`config.mk`:
```
export PLATFORM = sky130hd
export DESIGN_NAME = csr_width_bridge
export DESIGN_NICKNAME = d
export VERILOG_FILES = /design/src/rtl/cwb_pkg.sv /design/src/rtl/cwb_sequencer.sv /design/src/rtl/cwb_wr_slicer.sv /design/src/rtl/cwb_rd_assembler.sv /design/src/rtl/csr_width_bridge.sv
export SDC_FILE = /design/constraint.sdc
export NUM_CORES = 1
export LEC_CHECK = 0
export BUFFER_PORTS_ARGS = -buffer_cell sky130_fd_sc_hd__buf_4
export CAP_MARGIN = 20
export CORE_UTILIZATION = 54
export CTS_CLUSTER_DIAMETER = 120
export DETAILED_ROUTE_END_ITERATION = 7
export PLACE_DENSITY = 0.84
export RECOVER_POWER = 25
export SLEW_MARGIN = 30
export SYNTH_ARGS = -nofsm -noshare
export SYNTH_HDL_FRONTEND = slang
export SYNTH_HIERARCHICAL = 1
export SYNTH_SLANG_ARGS = --single-unit
export TNS_END_PERCENT = 5
```
`constraint.sdc`:
```
create_clock -name clk -period 2.4 [get_ports clk]
set_input_delay 0.48 -clock clk [delete_from_list [all_inputs] [get_ports clk]]
set_output_delay 0.48 -clock clk [all_outputs]
set_load 0.1 [all_outputs]
```
`src/rtl/cwb_pkg.sv`:
```
package cwb_pkg;
  typedef enum logic [1:0] {
    ST_IDLE  = 2'd0,
    ST_ISSUE = 2'd1,
    ST_DRAIN = 2'd2,
    ST_ACK   = 2'd3
  } cwb_state_e;
endpackage

```
`src/rtl/cwb_sequencer.sv`:
```
module cwb_sequencer
  import cwb_pkg::*;
#(
  parameter int RATIO = 4,
  parameter int IDX_W = 2
) (
  input  logic             clk,
  input  logic             rst,
  input  logic             req_valid,
  input  logic             req_we,
  output logic             req_ready,
  output logic             take,
  output logic             issue,
  output logic             op_we,
  output logic [IDX_W-1:0] idx,
  output logic             done
);
  localparam logic [IDX_W-1:0] LAST = IDX_W'(RATIO - 1);

  cwb_state_e state;

  always_ff @(posedge clk) begin
    if (rst) begin
      state <= ST_IDLE;
      idx   <= '0;
      op_we <= 1'b0;
    end else begin
      case (state)
        ST_IDLE: begin
          if (req_valid) begin
            state <= ST_ISSUE;
            idx   <= '0;
            op_we <= req_we;
          end
        end
        ST_ISSUE: begin
          if (idx == LAST) begin
            state <= op_we ? ST_ACK : ST_DRAIN;
            idx   <= '0;
          end else begin
            idx <= idx + 1'b1;
          end
        end
        ST_DRAIN: state <= ST_ACK;
        ST_ACK:   state <= ST_IDLE;
        default:  state <= ST_IDLE;
      endcase
    end
  end

  assign req_ready = (state == ST_IDLE);
  assign take      = req_ready && req_valid;
  assign issue     = (state == ST_ISSUE);
  assign done      = (state == ST_ACK);

  // A burst does not break before its final chunk
  assert_burst_unbroken_R2: assert property (@(posedge clk) disable iff (rst)
    (issue && idx != LAST) |=> issue);

  // The sequencer reopens straight after the completion cycle
  assert_reopen_R11: assert property (@(posedge clk) disable iff (rst)
    done |=> req_ready);
endmodule

```
`src/rtl/cwb_wr_slicer.sv`:
```
module cwb_wr_slicer #(
  parameter int CPU_W = 32,
  parameter int CSR_W = 8,
  parameter int RATIO = 4,
  parameter int IDX_W = 2
) (
  input  logic [CPU_W-1:0] word,
  input  logic [IDX_W-1:0] sel,
  output logic [CSR_W-1:0] chunk
);
  logic [CSR_W-1:0] parts [RATIO];

  for (genvar g = 0; g < RATIO; g++) begin : g_part
    assign parts[g] = word[g*CSR_W +: CSR_W];
  end

  assign chunk = parts[sel];
endmodule

```
`src/rtl/cwb_rd_assembler.sv`:
```
module cwb_rd_assembler #(
  parameter int CPU_W = 32,
  parameter int CSR_W = 8,
  parameter int RATIO = 4,
  parameter int IDX_W = 2
) (
  input  logic             clk,
  input  logic             rst,
  input  logic             strobe,
  input  logic [IDX_W-1:0] slot,
  input  logic [CSR_W-1:0] chunk_in,
  output logic [CPU_W-1:0] word
);
  logic             pend;
  logic [IDX_W-1:0] pend_slot;
  logic [CSR_W-1:0] lanes [RATIO];

  // Returned data lags its strobe by one cycle
  always_ff @(posedge clk) begin
    if (rst) begin
      pend      <= 1'b0;
      pend_slot <= '0;
    end else begin
      pend      <= strobe;
      pend_slot <= slot;
    end
  end

  for (genvar g = 0; g < RATIO; g++) begin : g_lane
    always_ff @(posedge clk) begin
      if (rst) begin
        lanes[g] <= '0;
      end else if (pend && pend_slot == IDX_W'(g)) begin
        lanes[g] <= chunk_in;
      end
    end
    assign word[g*CSR_W +: CSR_W] = lanes[g];
  end
endmodule

```
`src/rtl/csr_width_bridge.sv`:
```
module csr_width_bridge #(
  parameter int CPU_ADDR_W = 8,
  parameter int CPU_DATA_W = 32,
  parameter int CSR_DATA_W = 8,
  localparam int RATIO      = CPU_DATA_W / CSR_DATA_W,
  localparam int IDX_W      = (RATIO > 1) ? $clog2(RATIO) : 1,
  localparam int CSR_ADDR_W = CPU_ADDR_W + $clog2(RATIO)
) (
  input  logic                  clk,
  input  logic                  rst,
  input  logic                  req_valid,
  output logic                  req_ready,
  input  logic                  req_we,
  input  logic [CPU_ADDR_W-1:0] req_addr,
  input  logic [CPU_DATA_W-1:0] req_wdata,
  output logic                  rsp_valid,
  output logic [CPU_DATA_W-1:0] rsp_rdata,
  output logic [CSR_ADDR_W-1:0] csr_addr,
  output logic                  csr_r_stb,
  input  logic [CSR_DATA_W-1:0] csr_r_data,
  output logic                  csr_w_stb,
  output logic [CSR_DATA_W-1:0] csr_w_data
);
  logic                  take, issue, op_we, done;
  logic [IDX_W-1:0]      idx;
  logic [CPU_ADDR_W-1:0] hold_addr;
  logic [CPU_DATA_W-1:0] hold_data;

  cwb_sequencer #(.RATIO(RATIO), .IDX_W(IDX_W)) u_seq (
    .clk(clk), .rst(rst), .req_valid(req_valid), .req_we(req_we),
    .req_ready(req_ready), .take(take), .issue(issue), .op_we(op_we),
    .idx(idx), .done(done)
  );

  always_ff @(posedge clk) begin
    if (rst) begin
      hold_addr <= '0;
      hold_data <= '0;
    end else if (take) begin
      hold_addr <= req_addr;
      hold_data <= req_wdata;
    end
  end

  cwb_wr_slicer #(.CPU_W(CPU_DATA_W), .CSR_W(CSR_DATA_W), .RATIO(RATIO), .IDX_W(IDX_W)) u_slice (
    .word(hold_data), .sel(idx), .chunk(csr_w_data)
  );

  cwb_rd_assembler #(.CPU_W(CPU_DATA_W), .CSR_W(CSR_DATA_W), .RATIO(RATIO), .IDX_W(IDX_W)) u_gather (
    .clk(clk), .rst(rst), .strobe(csr_r_stb), .slot(idx),
    .chunk_in(csr_r_data), .word(rsp_rdata)
  );

  assign csr_addr  = CSR_ADDR_W'(hold_addr) * CSR_ADDR_W'(RATIO) + CSR_ADDR_W'(idx);
  assign csr_r_stb = issue && !op_we;
  assign csr_w_stb = issue && op_we;
  assign rsp_valid = done;

  assert_strobe_excl_R8: assert property (@(posedge clk) disable iff (rst)
    !(csr_r_stb && csr_w_stb));

  assert_ready_quiet_R1: assert property (@(posedge clk) disable iff (rst)
    req_ready |-> (!csr_r_stb && !csr_w_stb && !rsp_valid));

  assert_addr_ascend_R3: assert property (@(posedge clk) disable iff (rst)
    ((csr_r_stb || csr_w_stb) && ($past(csr_r_stb) || $past(csr_w_stb)))
      |-> csr_addr == $past(csr_addr) + 1'b1);

  assert_wr_ack_R6: assert property (@(posedge clk) disable iff (rst)
    $fell(csr_w_stb) |-> rsp_valid);

  assert_rd_ack_R7: assert property (@(posedge clk) disable iff (rst)
    $fell(csr_r_stb) |=> rsp_valid);

  assert_ack_single_R6: assert property (@(posedge clk) disable iff (rst)
    rsp_valid |=> !rsp_valid);
endmodule

```
Yosys cells after proc, flatten, opt, wreduce, memory -nomap -nowiden:

Memory sizes are Yosys's and may differ from the RTL's.
Index checks and enable logic that the tools add are counted.
Widths: inputs -> output; s select.

* bits in registers: 48
* bits in writable memories: 32
* logic and storage cells: 67
* memory bits (read-only): 0
* memories: 1
* latch bits: 0

Memory list
* u_gather.lanes: depth 4, bits a word 8, read ports 4, clocked after Yosys merged registers in 0, write ports 4, RTL line cwb_rd_assembler.sv:16 `logic [CSR_W-1:0] lanes [RATIO];`

* divide/modulo/power cells: 0
* mux-type cells: 28
* magnitude comparators: 1
* equality and inequality tests: 9
* shifts and indexed selects: 0
* bitwise logic cells: 5
* multiply operators: 0
* add/sub/neg operators: 2
* reductions and logical operators: 14

Operators by type and width (count)
* $mux 8: 6
* $bmux 8 s2: 1
* $mux 1: 15
* $add 10x2->10: 1
* $eq 2x2->1 const B: 5
* $mux 2: 4
* $pmux 2 s4: 1
* $logic_and 1x1->1: 7
* $reduce_and 2->1: 3
* $eq 2x1->1 const B: 2
* $logic_not 2->1: 2
* $or 1x1->1: 4
* $pmux 2 s2: 1
* $ge 3x3->1 const B: 1
* $not 2->3: 1
* $add 2x1->2 const B: 1
* $ne 2x1->1 const B: 1
* $ne 2x2->1 const B: 1
* $reduce_bool 2->1: 1
* $logic_not 1->1: 1

Logic depth before layout (Yosys ltp):

Gate-level depths: netlist of run 1.

* depth after elaboration: 6
* mapped depth: 7
* mapped depth without buffers: 5

Modules after synthesis:

The synthesis of run 1 kept the hierarchy.

By module, submodules not included
* csr_width_bridge: instances 1, sequential area each 800.8 µm², cells each 131, area each 1470.2 µm²
* cwb_rd_assembler: instances 1, sequential area each 1021.0 µm², cells each 92, area each 1378.8 µm²
* cwb_sequencer: instances 1, sequential area each 100.1 µm², cells each 30, area each 299.0 µm²
* cwb_wr_slicer: instances 1, sequential area each 0.0 µm², cells each 10, area each 196.4 µm²

Least setup slack after synthesis of run 1:

No wires, ideal clock.

* kind: register -> output
* start point: register u_seq.state[1]
* end point: output csr_r_stb
* slack: -0.132 ns
* arrival: 2.052 ns
* required time: 1.920 ns
* cell stages (with the launch flop): 4
* buffers on the path: 0
* cells stage by stage: dfxtp_1 -> inv_1 -> ha_1 -> nor2b_1

* cells in the longest elaborated chain, start to end: 2

RTL lines
* start, declared: RTL line cwb_sequencer.sv:20 `cwb_state_e state;`
* start signal, assigned: RTL line cwb_sequencer.sv:38 `state <= op_we ? ST_ACK : ST_DRAIN;`
* $eq 2x1->1: RTL line cwb_sequencer.sv:53 `assign issue = (state == ST_ISSUE);`
* net issue: RTL line csr_width_bridge.sv:24 `logic take, issue, op_we, done;`
* $logic_and 1x1->1: RTL line csr_width_bridge.sv:55 `assign csr_r_stb = issue && !op_we;`
* end, declared: RTL line csr_width_bridge.sv:19 `output logic csr_r_stb,`

The timed path passes the listed nets, and every way through them passes these cells.

Worst setup path in the final report of run 1:

* start point: register u_seq.idx[0]
* end point: output csr_w_data[3]

* cells in the longest elaborated chain, start to end: 4

RTL lines
* start, declared: RTL line cwb_sequencer.sv:15 `output logic [IDX_W-1:0] idx,`
* start signal, assigned: RTL line cwb_sequencer.sv:41 `idx <= idx + 1'b1;`
* $not 2->3 (not written as such): RTL line cwb_wr_slicer.sv:17 `assign chunk = parts[sel];`
* $bmux 8 s2: RTL line cwb_wr_slicer.sv:17
* $mux 8 (not written as such) (2 in a row): RTL line cwb_wr_slicer.sv:17
* end, declared: RTL line csr_width_bridge.sv:22 `output logic [CSR_DATA_W-1:0] csr_w_data`

No other way between the ends. The select of a mux whose other input is x is not followed.

==> results of run 1 <==
state kept, by name, summed over array words and instances (netlist names):
signal              cells
hold_data              32
u_gather/pend_slot      2
hold_addr               8
u_gather/lanes         32
u_seq/idx               2
u_gather/pend           1
u_seq/op_we             1
u_seq/state             2
worst min path at each step:
stage | startpoint | endpoint | slack, ns | cells past startpoint
floorplan | hold_data[16] | hold_data[16] | 0.45 | 2
global placement | hold_data[29] | hold_data[29] | 0.47 | 2
detailed placement | hold_data[29] | hold_data[29] | 0.48 | 2
CTS | req_addr[6] | hold_addr[6] | 0.36 | 3
global route | req_addr[4] | hold_addr[4] | 0.36 | 3
finish | req_addr[6] | hold_addr[6] | 0.37 | 3
worst max-delay path, delay by kind of cell, from the launching register on:
family	cells	cell delay, ns
mux	1	0.55
flops	1	0.52
buf+inv	1	0.25
cell families (layout without fill, tap and decap cells):
family / after synthesis / in the layout / synth area share, %
adders and majority gates: 5 / 5 / 1.87
buffers and inverters: 19 / 128 / 5.01
AOI/OAI and AO/OA: 11 / 11 / 2.81
DFF: 80 / 80 / 57.5
muxes: 50 / 50 / 18.0
and+or+nand+nor: 98 / 98 / 14.9
routing by layer:
layer  track usage [%]  share of wire, %  vias up  routed length, um
met5                 0                 0        -                  0
met1              28.5                43     1031               2960
met3              5.11               5.0        8                340
met4              11.8               1.4        0                 93
li1                  -                 -     1120                  -
met2              34.8                50       77               3450
cells in the mapped netlist:
master     n
inv_1      2
and2_1     1
a21o_1     1
dfxtp_1   48
mux4_2     8
nor2b_1    4
nand2_1    1
edfxtp_1  32
or2_1      1
nand2b_4   1
o21bai_1   3
a311oi_1   1
buf_12     4
inv_2      1
a31oi_1    1
nand3_1    1
nand2b_2   1
o21bai_4   1
nor2_2     8
or2_2      1
buf_6      3
and2_2     1
ha_1       5
nand2b_1   2
clkbuf_1   4
mux2i_1   42
nand3b_4   3
nor2_1    68
a211oi_1   1
nand3b_1   5
a32oi_1    2
clkbuf_2   1
a21oi_1    1
buf_4      1
buf_2      3
cell usage in the layout, fill, tap and decap left out, types with 3 or more instances in the layout:
cell type | synthesis | routed
buf_4 | 1 | 106
nor2_1 | 68 | 68
dfxtp_1 | 48 | 47
mux2i_1 | 42 | 42
edfxtp_1 | 32 | 32
clkbuf_8 | 0 | 10
nand3b_1 | 5 | 8
nor2_2 | 8 | 8
mux4_2 | 8 | 8
ha_1 | 5 | 5
o21bai_1 | 3 | 4
nor2b_1 | 4 | 3
cell type report:
type	count	area share, %
clock buffer	10	3.24
clock inverter	6	1.21
inverter	3	0.265
multi-input combinational	164	28.4
sequential	80	45.2
tap	75	2.21
timing repair buffer	109	19.4
per-stage QoR:
stage,setup WS (ns),hold WS (ns),area [um2],std cells,util [%]
6_report,0.266,0.366,4250,447,71.4
3_3_place_gp,0.416,0.468,4120,431,69.1
5_1_grt,0.188,0.359,4250,447,71.4
3_5_place_dp,0.415,0.481,4120,431,69.1
4_1_cts,0.0325,0.355,4300,447,72.3
2_1_floorplan,-0.127,0.455,3350,263,-
where the power goes:
group	leakage, nW	internal [mW]	switching [mW]
registers	0.726	1.61	0.137
logic	0.995	0.632	1.47
clock network	0.0953	0.419	0.502
==> out/metrics.json, run 1 <==
{
  "yosys": {
    "synthDistinctLibCells": 35,
    "synthesis.instances": 263,
    "postSynthRegisterBits": 80,
    "leading_post_synthesis_cells_by_cell_area": "dfxtp_1 29%, edfxtp_1 29%, mux2i_1 13%",
    "synth_top_area_share_pct": 28.7,
    "synth.yosys.warnings": 6,
    "seq_area_frac_synth_pct": 57.5,
    "synth_top_area_cell": "dfxtp_1",
    "syn_avg_cell_area_um2": 12.7,
    "synthesis.nets": 320,
    "synth_cell_area_um2": 3340
  },
  "run": {
    "max_capacitance_violation_total": 0
  },
  "drt": {
    "route.detailed.drc": 0,
    "drtAntennaViolNets": 0,
    "drt-wirelength-per-cell_um": 15.3,
    "drt_pass1_iterations": 4,
    "via_count": 2236,
    "drtIter0Drc": 181,
    "detail_route.vias_per_cell": 5.00,
    "drt_wl_total_um": 6840
  },
  "cells_and_area": {
    "num-fill-cells": 437,
    "multiInputGateArea_um2": 1210,
    "drive_above_1_share_pct": 39.5,
    "layout-area-overhead-vs-synth_pct": 27.1,
    "antenna_cells": 0,
    "ff_latch_area_um2": 1920,
    "finalNetCount": 424
  },
  "timing": {
    "timing_max_transition_violations_final": 0,
    "setup_repair_after_global_routing_missed_its_margin": "no",
    "worst_slew_margin_rel_pct": 36.5,
    "fin_skew_ns": 0.00833,
    "timing.final.hold_violations": 0,
    "final-setup-viol-count": 0,
    "final.min_clock_period_ns": 2.13,
    "timing.fmax_mhz": 469,
    "worst-slew-pin-transition_ns": 0.953,
    "setup_total_negative_slack_ns": 0,
    "min_period_over_period_pct": 88.9
  },
  "clock_network": {
    "clock_tree.root_cell": "clkbuf_8",
    "clk-insertion-delay-late_ns": 0.34,
    "holdBufCountCts": 0,
    "clkTransAtPathRegs_ns": 0.09,
    "max-clock-path-buffers": 2,
    "tritoncts.num_buffers": 9,
    "cts_resized": 0,
    "tritoncts_clock_tree": "yes",
    "cts.sink_count": 80,
    "cts.htree.levels": 3,
    "cts_post_setup_buffers_inserted": 0
  },
  "worst_setup_path": {
    "rrSetupSlack_ns": 0.49,
    "critical-path-slowest-cell": "mux4_2",
    "worst_setup_path_endpoint": "csr_w_data[3]",
    "timing.critical_path.required_ns": 1.92,
    "worstSetupStartpointType": "register",
    "critical_path.startpoint": "u_seq/idx[0]",
    "r2r_end": "hold_data[22]",
    "critPathCaptureType": "output pin",
    "worst_r2r_path_depth": 6,
    "worst-setup-path-type": "reg -> out",
    "cpPeakStageDelay_ns": 0.55,
    "timing.rr.start": "u_seq/state[0]",
    "worst_ep_arrival_time_ns": 1.65,
    "path_cells": "mux4_2, buf_4",
    "path_max_fanout": 11
  },
  "grt": {
    "number_of_antenna_violations_at_the_first_check_in_global_routing": 0,
    "grt_first_pass_wirelength_um": 10500,
    "globalRouteOverflowTotal": 0,
    "grt_use_total_pct": 22.2,
    "grt_start_max_net_pins": 49,
    "first_global_vias": 2130
  },
  "floorplan": {
    "die_h_um": 80.7,
    "floorplan.die_area_um2": 6510,
    "floorplan.rows": 28,
    "pin_count": 106,
    "dieWidth_um": 80.7,
    "effective_utilization_at_floorplan_pct": 56.2,
    "fp.coreArea_um2": 5960
  },
  "place": {
    "port-buffer-count": 105,
    "finalWeightedCongestion": 0.740,
    "dpl.hpwl_um": 4980
  },
  "status": {
    "outcome": "complete, no violations"
  },
  "pwr": {
    "totalPowerFinal_mw": 4.77,
    "pwr_density_cell_nw_per_um2": 1120,
    "ir_drop_v": 0.000957,
    "power.leakage_nw": 1.82
  },
  "worst_hold_path": {
    "min_path_type": "in -> reg"
  }
}
Power figures use the tool's default switching activity.
==> run 2, diff against run 1 <==
--- a/config.mk
+++ b/config.mk
@@ -15,6 +15,5 @@
 export SLEW_MARGIN = 30
 export SYNTH_ARGS = -nofsm -noshare
 export SYNTH_HDL_FRONTEND = slang
-export SYNTH_HIERARCHICAL = 1
 export SYNTH_SLANG_ARGS = --single-unit
 export TNS_END_PERCENT = 5
==> out/metrics.json, run 2 <==
{
  "status": {
    "outcome": "complete, no violations"
  },
  "clock_network": {
    "clk-insertion-delay-late": {"value": 0.35, "unit": "ns", "change": "about the same"},
    "max-clock-path-buffers": {"value": 2, "change": "unchanged"},
    "clkTransAtPathRegs": {"value": 0.07, "unit": "ns", "change": "-0.02 ns"},
    "clock_tree.root_cell": "clkbuf_8",
    "cts.sink_count": {"value": 80, "change": "unchanged"},
    "cts_resized": {"value": 0, "change": "unchanged"},
    "holdBufCountCts": {"value": 0, "change": "unchanged"},
    "tritoncts.num_buffers": {"value": 9, "change": "unchanged"},
    "cts.htree.levels": {"value": 3, "change": "unchanged"},
    "tritoncts_clock_tree": "yes",
    "cts_post_setup_buffers_inserted": {"value": 0, "change": "unchanged"}
  },
  "yosys": {
    "leading_post_synthesis_cells_by_cell_area": "dfxtp_1 30%, edfxtp_1 30%, nand2_1 9.6%",
    "postSynthRegisterBits": {"value": 80, "change": "unchanged"},
    "synthesis.instances": {"value": 298, "change": "+13%"},
    "syn_avg_cell_area": {"value": 10.9, "unit": "um2", "change": "-15%"},
    "yosys.cell_count.top_type": "nand2_1",
    "synth_async_sr_flop_share": {"value": 0, "unit": "%", "change": "unchanged"},
    "synth_top_area_cell": "dfxtp_1",
    "synth_cell_area": {"value": 3230, "unit": "um2", "change": "-3.3%"},
    "ys_flop_type": "dfxtp_1",
    "synth-edff-count": {"value": 32, "change": "unchanged"},
    "yosys-top-cells-count": "83 x nand2_1, 48 x dfxtp_1, 42 x a21oi_1",
    "synth_top_area_share": {"value": 29.7, "unit": "%", "change": "+0.98 points"},
    "synthDistinctLibCells": {"value": 27, "change": "-23%"},
    "synthesis.nets": {"value": 354, "change": "+11%"},
    "synth.yosys.warnings": {"value": 0, "change": "-6"},
    "seq_area_frac_synth": {"value": 59.4, "unit": "%", "change": "+2.0 points"}
  },
  "timing": {
    "worst_slew_margin_rel": {"value": 19.6, "unit": "%", "change": "-17 points"},
    "min_period_over_period": {"value": 91.0, "unit": "%", "change": "+2.1 points"},
    "timing_max_transition_violations_final": {"value": 0, "change": "unchanged"},
    "final.min_clock_period": {"value": 2.19, "unit": "ns", "change": "+0.0507 ns"},
    "fin_skew": {"value": 0.0147, "unit": "ns", "change": "+0.00632 ns"},
    "worst-slew-pin-transition": {"value": 1.21, "unit": "ns", "change": "+0.253 ns"},
    "setup_repair_after_global_routing_missed_its_margin": "no",
    "timing.fmax": {"value": 458, "unit": "MHz", "change": "-2.3%"},
    "setup_total_negative_slack": {"value": 0, "unit": "ns", "change": "unchanged"},
    "worst_hold_slack": {"value": 0.384, "unit": "ns", "change": "+0.0184 ns"},
    "timing.final.hold_violations": {"value": 0, "change": "unchanged"},
    "final-setup-viol-count": {"value": 0, "change": "unchanged"}
  },
  "grt": {
    "grt_first_pass_wirelength": {"value": 12000, "unit": "um", "change": "+14%"},
    "grt_use_total": {"value": 26.2, "unit": "%", "change": "+4.0 points"},
    "groute.layer.met2.usage": {"value": 41.8, "unit": "%", "change": "+7.0 points"},
    "first_global_vias": {"value": 2488, "change": "+17%"},
    "globalRouteOverflowTotal": {"value": 0, "change": "unchanged"},
    "number_of_antenna_violations_at_the_first_check_in_global_routing": {"value": 0, "change": "unchanged"},
    "grt_start_max_net_pins": {"value": 42, "change": "-14%"},
    "grt_use_met1": {"value": 32.0, "unit": "%", "change": "+3.6 points"},
    "grt.met3_usage": {"value": 7.66, "unit": "%", "change": "+2.5 points"},
    "most_crowded_layer_after_global_routing": "met2"
  },
  "drt": {
    "detail_route.vias_per_cell": {"value": 5.32, "change": "+6.3%"},
    "drt-wirelength-per-cell": {"value": 15.6, "unit": "um", "change": "+2.0%"},
    "drtAntennaViolNets": {"value": 0, "change": "unchanged"},
    "drt_pass1_iterations": {"value": 4, "change": "unchanged"},
    "via_count": {"value": 2542, "change": "+14%"},
    "drtIter0Drc": {"value": 206, "change": "+14%"},
    "drt_wl_total": {"value": 7460, "unit": "um", "change": "+9.1%"},
    "route.detailed.drc": {"value": 0, "change": "unchanged"}
  },
  "run": {
    "max_capacitance_violation_total": {"value": 0, "change": "unchanged"}
  },
  "cells_and_area": {
    "drive_above_1_share": {"value": 32.5, "unit": "%", "change": "-7.0 points"},
    "finalNetCount": {"value": 457, "change": "+7.8%"},
    "ff_latch_area": {"value": 1920, "unit": "um2", "change": "unchanged"},
    "stdcell_area": {"value": 4180, "unit": "um2", "change": "-1.6%"},
    "mostFrequentLayoutCells": "107 x buf_4, 83 x nand2_1, 47 x dfxtp_1",
    "multiInputGateArea": {"value": 1160, "unit": "um2", "change": "-3.9%"},
    "top_regs": "hold_data (32), u_gather.lanes (32), hold_addr (8)",
    "antenna_cells": {"value": 0, "change": "unchanged"},
    "num-fill-cells": {"value": 416, "change": "-4.8%"},
    "final_common_cell": "buf_4",
    "layout-area-overhead-vs-synth_pct": 29.3,
    "fin_cells": {"value": 478, "change": "+6.9%"}
  },
  "floorplan": {
    "effective_utilization_at_floorplan": {"value": 57.3, "unit": "%", "change": "+1.2 points"},
    "die_h": {"value": 79.4, "unit": "um", "change": "-1.6%"},
    "floorplan.rows": {"value": 27, "change": "-3.6%"},
    "dieWidth": {"value": 79.4, "unit": "um", "change": "-1.6%"},
    "fp.coreArea": {"value": 5640, "unit": "um2", "change": "-5.3%"},
    "pin_count": {"value": 106, "change": "unchanged"},
    "floorplan.die_area": {"value": 6300, "unit": "um2", "change": "-3.2%"}
  },
  "worst_setup_path": {
    "worst-path-stages": {"value": 2, "change": "unchanged"},
    "path_cells": "mux4_2, buf_4",
    "worst_r2r_path_depth": {"value": 6, "change": "unchanged"},
    "worst_ep_arrival_time": {"value": 1.71, "unit": "ns", "change": "+0.06 ns"},
    "critical_path.startpoint": "u_seq.idx[0]",
    "cpPeakStageDelay": {"value": 0.56, "unit": "ns", "change": "about the same"},
    "rrSetupSlack": {"value": 0.68, "unit": "ns", "change": "+0.19 ns"},
    "critPathCaptureType": "output pin",
    "crit_buf_inv": {"value": 1, "change": "unchanged"},
    "path_max_fanout": {"value": 13, "change": "+2"},
    "timing.critical_path.required": {"value": 1.92, "unit": "ns", "change": "about the same"},
    "timing.rr.start": "u_seq.state[0]",
    "r2r_end": "hold_data[9]",
    "worstSetupStartpointType": "register",
    "critical_path.top_delay_family": "multiplexers",
    "worst_setup_path_endpoint": "csr_w_data[5]",
    "worst-setup-path-type": "reg -> out",
    "critical-path-slowest-cell": "mux4_2"
  },
  "place": {
    "finalWeightedCongestion": {"value": 0.811, "change": "+9.7%"},
    "dp.cells": {"value": 462, "change": "+7.2%"},
    "dpl.hpwl": {"value": 5180, "unit": "um", "change": "+3.9%"},
    "port-buffer-count": {"value": 105, "change": "unchanged"},
    "post_dp_cell_area": {"value": 4040, "unit": "um2", "change": "-1.8%"}
  },
  "pwr": {
    "totalPowerFinal": {"value": 4.62, "unit": "mW", "change": "-3.1%"},
    "pwr_density_cell": {"value": 1110, "unit": "nW/um2", "change": "-1.6%"},
    "ir_drop": {"value": 0.000663, "unit": "V", "change": "-31%"},
    "power.leakage": {"value": 1.76, "unit": "nW", "change": "-3.0%"}
  },
  "worst_hold_path": {
    "min_path_type": "in -> reg"
  }
}
-- run 2: worst min-delay path by stage --
| stage | start | end | slack, ns | cells after the start |
|---|---|---|---|---|
| floorplan | hold_data[16] | hold_data[16] | 0.43 | 2 |
| global placement | hold_data[29] | hold_data[29] | 0.44 | 2 |
| detailed placement | hold_data[10] | hold_data[10] | 0.45 | 2 |
| CTS | req_wdata[20] | hold_data[20] | 0.37 | 3 |
| global route | req_wdata[19] | hold_data[19] | 0.37 | 3 |
| finish | req_wdata[27] | hold_data[27] | 0.38 | 3 |
-- run 2: cell type report --
class / instances / share of cell area [%]
Tap cell: 72 / 2.15
Multi-Input combinational cell: 197 / 27.8
Inverter: 4 / 0.419
Clock inverter: 6 / 1.23
Clock buffer: 10 / 3.05
Timing Repair Buffer: 109 / 19.4
Sequential cell: 80 / 46.0
-- run 2: metal layers --
| metal | wire, um | vias to the layer above | part of all wire [%] |
|---|---|---|---|
| met1 | 3090 | 1189 | 41 |
| met4 | 243 | 0 | 3.3 |
| met2 | 3640 | 109 | 49 |
| met5 | 0 | - | 0 |
| li1 | - | 1220 | - |
| met3 | 493 | 24 | 6.6 |
-- run 2: stage by stage --
| stage | utilization (%) | setup WS [ns] |
|---|---|---|
| CTS | 74.8 | 0.183 |
| global placement | 71.6 | 0.582 |
| detailed placement | 71.6 | 0.557 |
| floorplan | - | -0.0706 |
| global route | 74.1 | 0.125 |
| finish | 74.1 | 0.215 |
-- run 2: tightest hold or removal path: stages --
cell and delay [ns]:
buf_4 0.11, nand2_1 0.04, a21oi_1 0.05
-- run 2: cell families after synthesis --
kind of cell,after synthesis,share of synthesized area (%)
muxes,9,5.88
AOI/OAI and AO/OA,51,8.82
DFF,80,59.4
adders and majority gates,4,1.55
and+or+nand+nor,133,20.6
buffers and inverters,21,3.75
-- run 2: power by group --
group	leakage [nW]	internal, mW	total [mW]	switching [mW]
Clock	0.0925	0.467	0.924	0.457
Combinational	0.943	0.485	1.95	1.46
Sequential	0.725	1.61	1.75	0.138
Total	1.76	2.56	4.62	2.06
==> run 3, diff against run 2 <==
--- a/config.mk
+++ b/config.mk
@@ -7,7 +7,9 @@
 export LEC_CHECK = 0
 export BUFFER_PORTS_ARGS = -buffer_cell sky130_fd_sc_hd__buf_4
 export CAP_MARGIN = 20
+export CORE_MARGIN = 5
 export CORE_UTILIZATION = 54
+export CTS_BUF_LIST = sky130_fd_sc_hd__clkbuf_4 sky130_fd_sc_hd__clkbuf_8 sky130_fd_sc_hd__clkbuf_16
 export CTS_CLUSTER_DIAMETER = 120
 export DETAILED_ROUTE_END_ITERATION = 7
 export PLACE_DENSITY = 0.84
==> out/metrics.json, run 3 (synthesis results as in run 2) <==
{
  "status": {
    "outcome": "complete, no violations"
  },
  "clock_network": {
    "cts_post_setup_buffers_inserted": {"value": 0, "change": "unchanged"},
    "max-clock-path-buffers": {"value": 2, "change": "unchanged"},
    "clk-insertion-delay-late": {"value": 0.34, "unit": "ns", "change": "about the same"},
    "clkTransAtPathRegs": {"value": 0.08, "unit": "ns", "change": "about the same"},
    "cts.htree.levels": {"value": 3, "change": "unchanged"},
    "tritoncts_clock_tree": "yes",
    "cts.sink_count": {"value": 80, "change": "unchanged"},
    "cts_resized": {"value": 0, "change": "unchanged"},
    "tritoncts.num_buffers": {"value": 9, "change": "unchanged"},
    "clock_tree.root_cell": "clkbuf_8",
    "holdBufCountCts": {"value": 0, "change": "unchanged"}
  },
  "grt": {
    "grt_first_pass_wirelength": {"value": 11600, "unit": "um", "change": "-2.8%"},
    "number_of_antenna_violations_at_the_first_check_in_global_routing": {"value": 0, "change": "unchanged"},
    "grt_start_max_net_pins": {"value": 49, "change": "+17%"},
    "grt_use_total": {"value": 19.9, "unit": "%", "change": "-6.3 points"},
    "globalRouteOverflowTotal": {"value": 0, "change": "unchanged"},
    "first_global_vias": {"value": 2467, "change": "-0.84%"}
  },
  "worst_setup_path": {
    "critical-path-slowest-cell": "dfxtp_2",
    "timing.rr.start": "u_seq.state[0]",
    "timing.critical_path.required": {"value": 1.92, "unit": "ns", "change": "about the same"},
    "cpPeakStageDelay": {"value": 0.57, "unit": "ns", "change": "about the same"},
    "worst-setup-path-type": "reg -> out",
    "r2r_end": "hold_data[19]",
    "critPathCaptureType": "output pin",
    "worst_ep_arrival_time": {"value": 1.72, "unit": "ns", "change": "about the same"},
    "worst_r2r_path_depth": {"value": 6, "change": "unchanged"},
    "rrSetupSlack": {"value": 0.66, "unit": "ns", "change": "-0.02 ns"},
    "path_max_fanout": {"value": 13, "change": "unchanged"},
    "path_cells": "mux4_2, buf_4",
    "worstSetupStartpointType": "register"
  },
  "place": {
    "dpl.hpwl": {"value": 5200, "unit": "um", "change": "+0.46%"},
    "finalWeightedCongestion": {"value": 0.741, "change": "-8.7%"},
    "detailedPlace.worstSlack": {"value": 0.543, "unit": "ns", "change": "-0.0149 ns"},
    "port-buffer-count": {"value": 105, "change": "unchanged"}
  },
  "drt": {
    "drtIter0Drc": {"value": 75, "change": "-64%"},
    "drt_wl_total": {"value": 7290, "unit": "um", "change": "-2.3%"},
    "detailroute.wirelength.met2": {"value": 3790, "unit": "um", "change": "+4.3%"},
    "route.detailed.drc": {"value": 0, "change": "unchanged"},
    "drt_pass1_iterations": {"value": 4, "change": "unchanged"},
    "drt-met1-wl": {"value": 2740, "unit": "um", "change": "-11%"},
    "via_count": {"value": 2470, "change": "-2.8%"},
    "drtAntennaViolNets": {"value": 0, "change": "unchanged"},
    "drt-wirelength-per-cell": {"value": 15.2, "unit": "um", "change": "-2.7%"},
    "route.met3.wl": {"value": 671, "unit": "um", "change": "+36%"},
    "detail_route.vias_per_cell": {"value": 5.15, "change": "-3.2%"},
    "topRoutingLayerUsed": "met4"
  },
  "cells_and_area": {
    "mostFrequentLayoutCells": "105 x buf_4, 83 x nand2_1, 47 x dfxtp_1",
    "final_core_utilization": {"value": 71.7, "unit": "%", "change": "-2.4 points"},
    "top_regs": "hold_data (32), u_gather.lanes (32), hold_addr (8)",
    "finalNetCount": {"value": 456, "change": "-0.22%"},
    "final_common_cell": "buf_4",
    "drive_above_1_share": {"value": 33.3, "unit": "%", "change": "+0.82 points"},
    "antenna_cells": {"value": 0, "change": "unchanged"},
    "layout-area-overhead-vs-synth_pct": 30.5
  },
  "pwr": {
    "internal_power": {"value": 2.68, "unit": "mW", "change": "+4.6%"},
    "pwr_density_cell": {"value": 1110, "unit": "nW/um2", "change": "+0.87%"},
    "power.leakage": {"value": 1.77, "unit": "nW", "change": "+0.36%"},
    "power.switching": {"value": 2.02, "unit": "mW", "change": "-1.7%"},
    "seqPwrFrac": {"value": 37.1, "unit": "%", "change": "-0.8 points"},
    "p_clk_share": {"value": 21.7, "unit": "%", "change": "+1.7 points"},
    "netSwitchingFraction": {"value": 43.0, "unit": "%", "change": "-1.5 points"},
    "ir_drop": {"value": 0.000758, "unit": "V", "change": "+14%"},
    "power.share.combinational": {"value": 41.2, "unit": "%", "change": "-0.9 points"}
  },
  "timing": {
    "worst_hold_slack": {"value": 0.380, "unit": "ns", "change": "-0.00438 ns"},
    "setup_repair_after_global_routing_missed_its_margin": "no",
    "final-setup-viol-count": {"value": 0, "change": "unchanged"},
    "min_period_over_period": {"value": 91.7, "unit": "%", "change": "+0.65 points"},
    "worst-slew-pin-transition": {"value": 0.938, "unit": "ns", "change": "-0.269 ns"},
    "worst_slew_margin_rel": {"value": 37.5, "unit": "%", "change": "+18 points"},
    "final.min_clock_period": {"value": 2.20, "unit": "ns", "change": "+0.0156 ns"},
    "fin_skew": {"value": 0.00531, "unit": "ns", "change": "-0.00934 ns"},
    "timing.final.hold_violations": {"value": 0, "change": "unchanged"},
    "setup_ws": {"value": 0.199, "unit": "ns", "change": "-0.0156 ns"},
    "timing_max_transition_violations_final": {"value": 0, "change": "unchanged"},
    "timing.fmax": {"value": 454, "unit": "MHz", "change": "-0.71%"}
  },
  "floorplan": {
    "floorplan.die_area": {"value": 7640, "unit": "um2", "change": "+21%"},
    "floorplan.rows": {"value": 28, "change": "+3.7%"},
    "pin_count": {"value": 106, "change": "unchanged"},
    "dieWidth": {"value": 87.4, "unit": "um", "change": "+10%"},
    "effective_utilization_at_floorplan": {"value": 55.0, "unit": "%", "change": "-2.4 points"},
    "die_h": {"value": 87.4, "unit": "um", "change": "+10%"},
    "fp.coreArea": {"value": 5890, "unit": "um2", "change": "+4.3%"}
  },
  "worst_hold_path": {
    "holdPathStages": {"value": 3, "change": "unchanged"},
    "holdPathEnd": "hold_addr[7]",
    "hold_path_startpoint": "req_addr[7]",
    "min_path_type": "in -> reg"
  },
  "run": {
    "max_capacitance_violation_total": {"value": 0, "change": "unchanged"}
  }
}
run 3: cell count changes in the layout (fill, tap and decap cells not counted), moves of 2 or more:
cell      delta
clkbuf_8     +3
buf_4        -2
and2_1       -2
clkinv_1     -3
and2_0       +2
run 3: power by group through the flow:
| stage | clock network, mW | registers, mW | logic, mW |
|---|---|---|---|
| after floorplan | 0 | 2.23 | 1.12 |
| after global placement | 0 | 1.77 | 1.92 |
| after detailed placement | 0 | 1.78 | 1.96 |
| after CTS | 1.04 | 1.75 | 1.96 |
| after global routing | 1.10 | 1.77 | 2.05 |
| final | 1.02 | 1.74 | 1.94 |
run 3: through the flow:
step	total power [mW]	cell area (um2)	instances	setup TNS (ns)
after floorplan	3.35	3240	298	-0.0706
after global placement	3.69	4050	464	0
after detailed placement	3.74	4050	464	0
after CTS	4.75	4260	480	0
after global routing	4.92	4220	480	0
final	4.70	4220	480	0
run 3: worst max path at each step:
stage                              start            end
after floorplan           u_seq.state[1]      csr_r_stb
after global placement      u_seq.idx[0]  csr_w_data[0]
after detailed placement    u_seq.idx[0]  csr_w_data[2]
after CTS                   u_seq.idx[0]  csr_w_data[1]
after global routing        u_seq.idx[0]  csr_w_data[1]
final                       u_seq.idx[0]  csr_w_data[1]
run 3: layout make-up:
type                    count  area [um2]
multi-input cells         197        1160
fillers                   462        1670
clock buffers              13         173
repair buffers            108         817
inverters                   4        16.3
clock inverters             3        40.0
well taps                  75        93.8
flip-flops and latches     80        1920
run 3: metal layers:
layer | vias up | global-route usage, %
met1 | 1156 | 21.8
met4 | 0 | 7.11
met3 | 10 | 6.43
met2 | 87 | 35.8
li1 | 1217 | -
met5 | - | 0
run 3: critical path, delay by kind of cell, from the launching register on:
kind | cells | cell delay, ns
mux | 1 | 0.56
flops | 1 | 0.57
buf+inv | 1 | 0.25
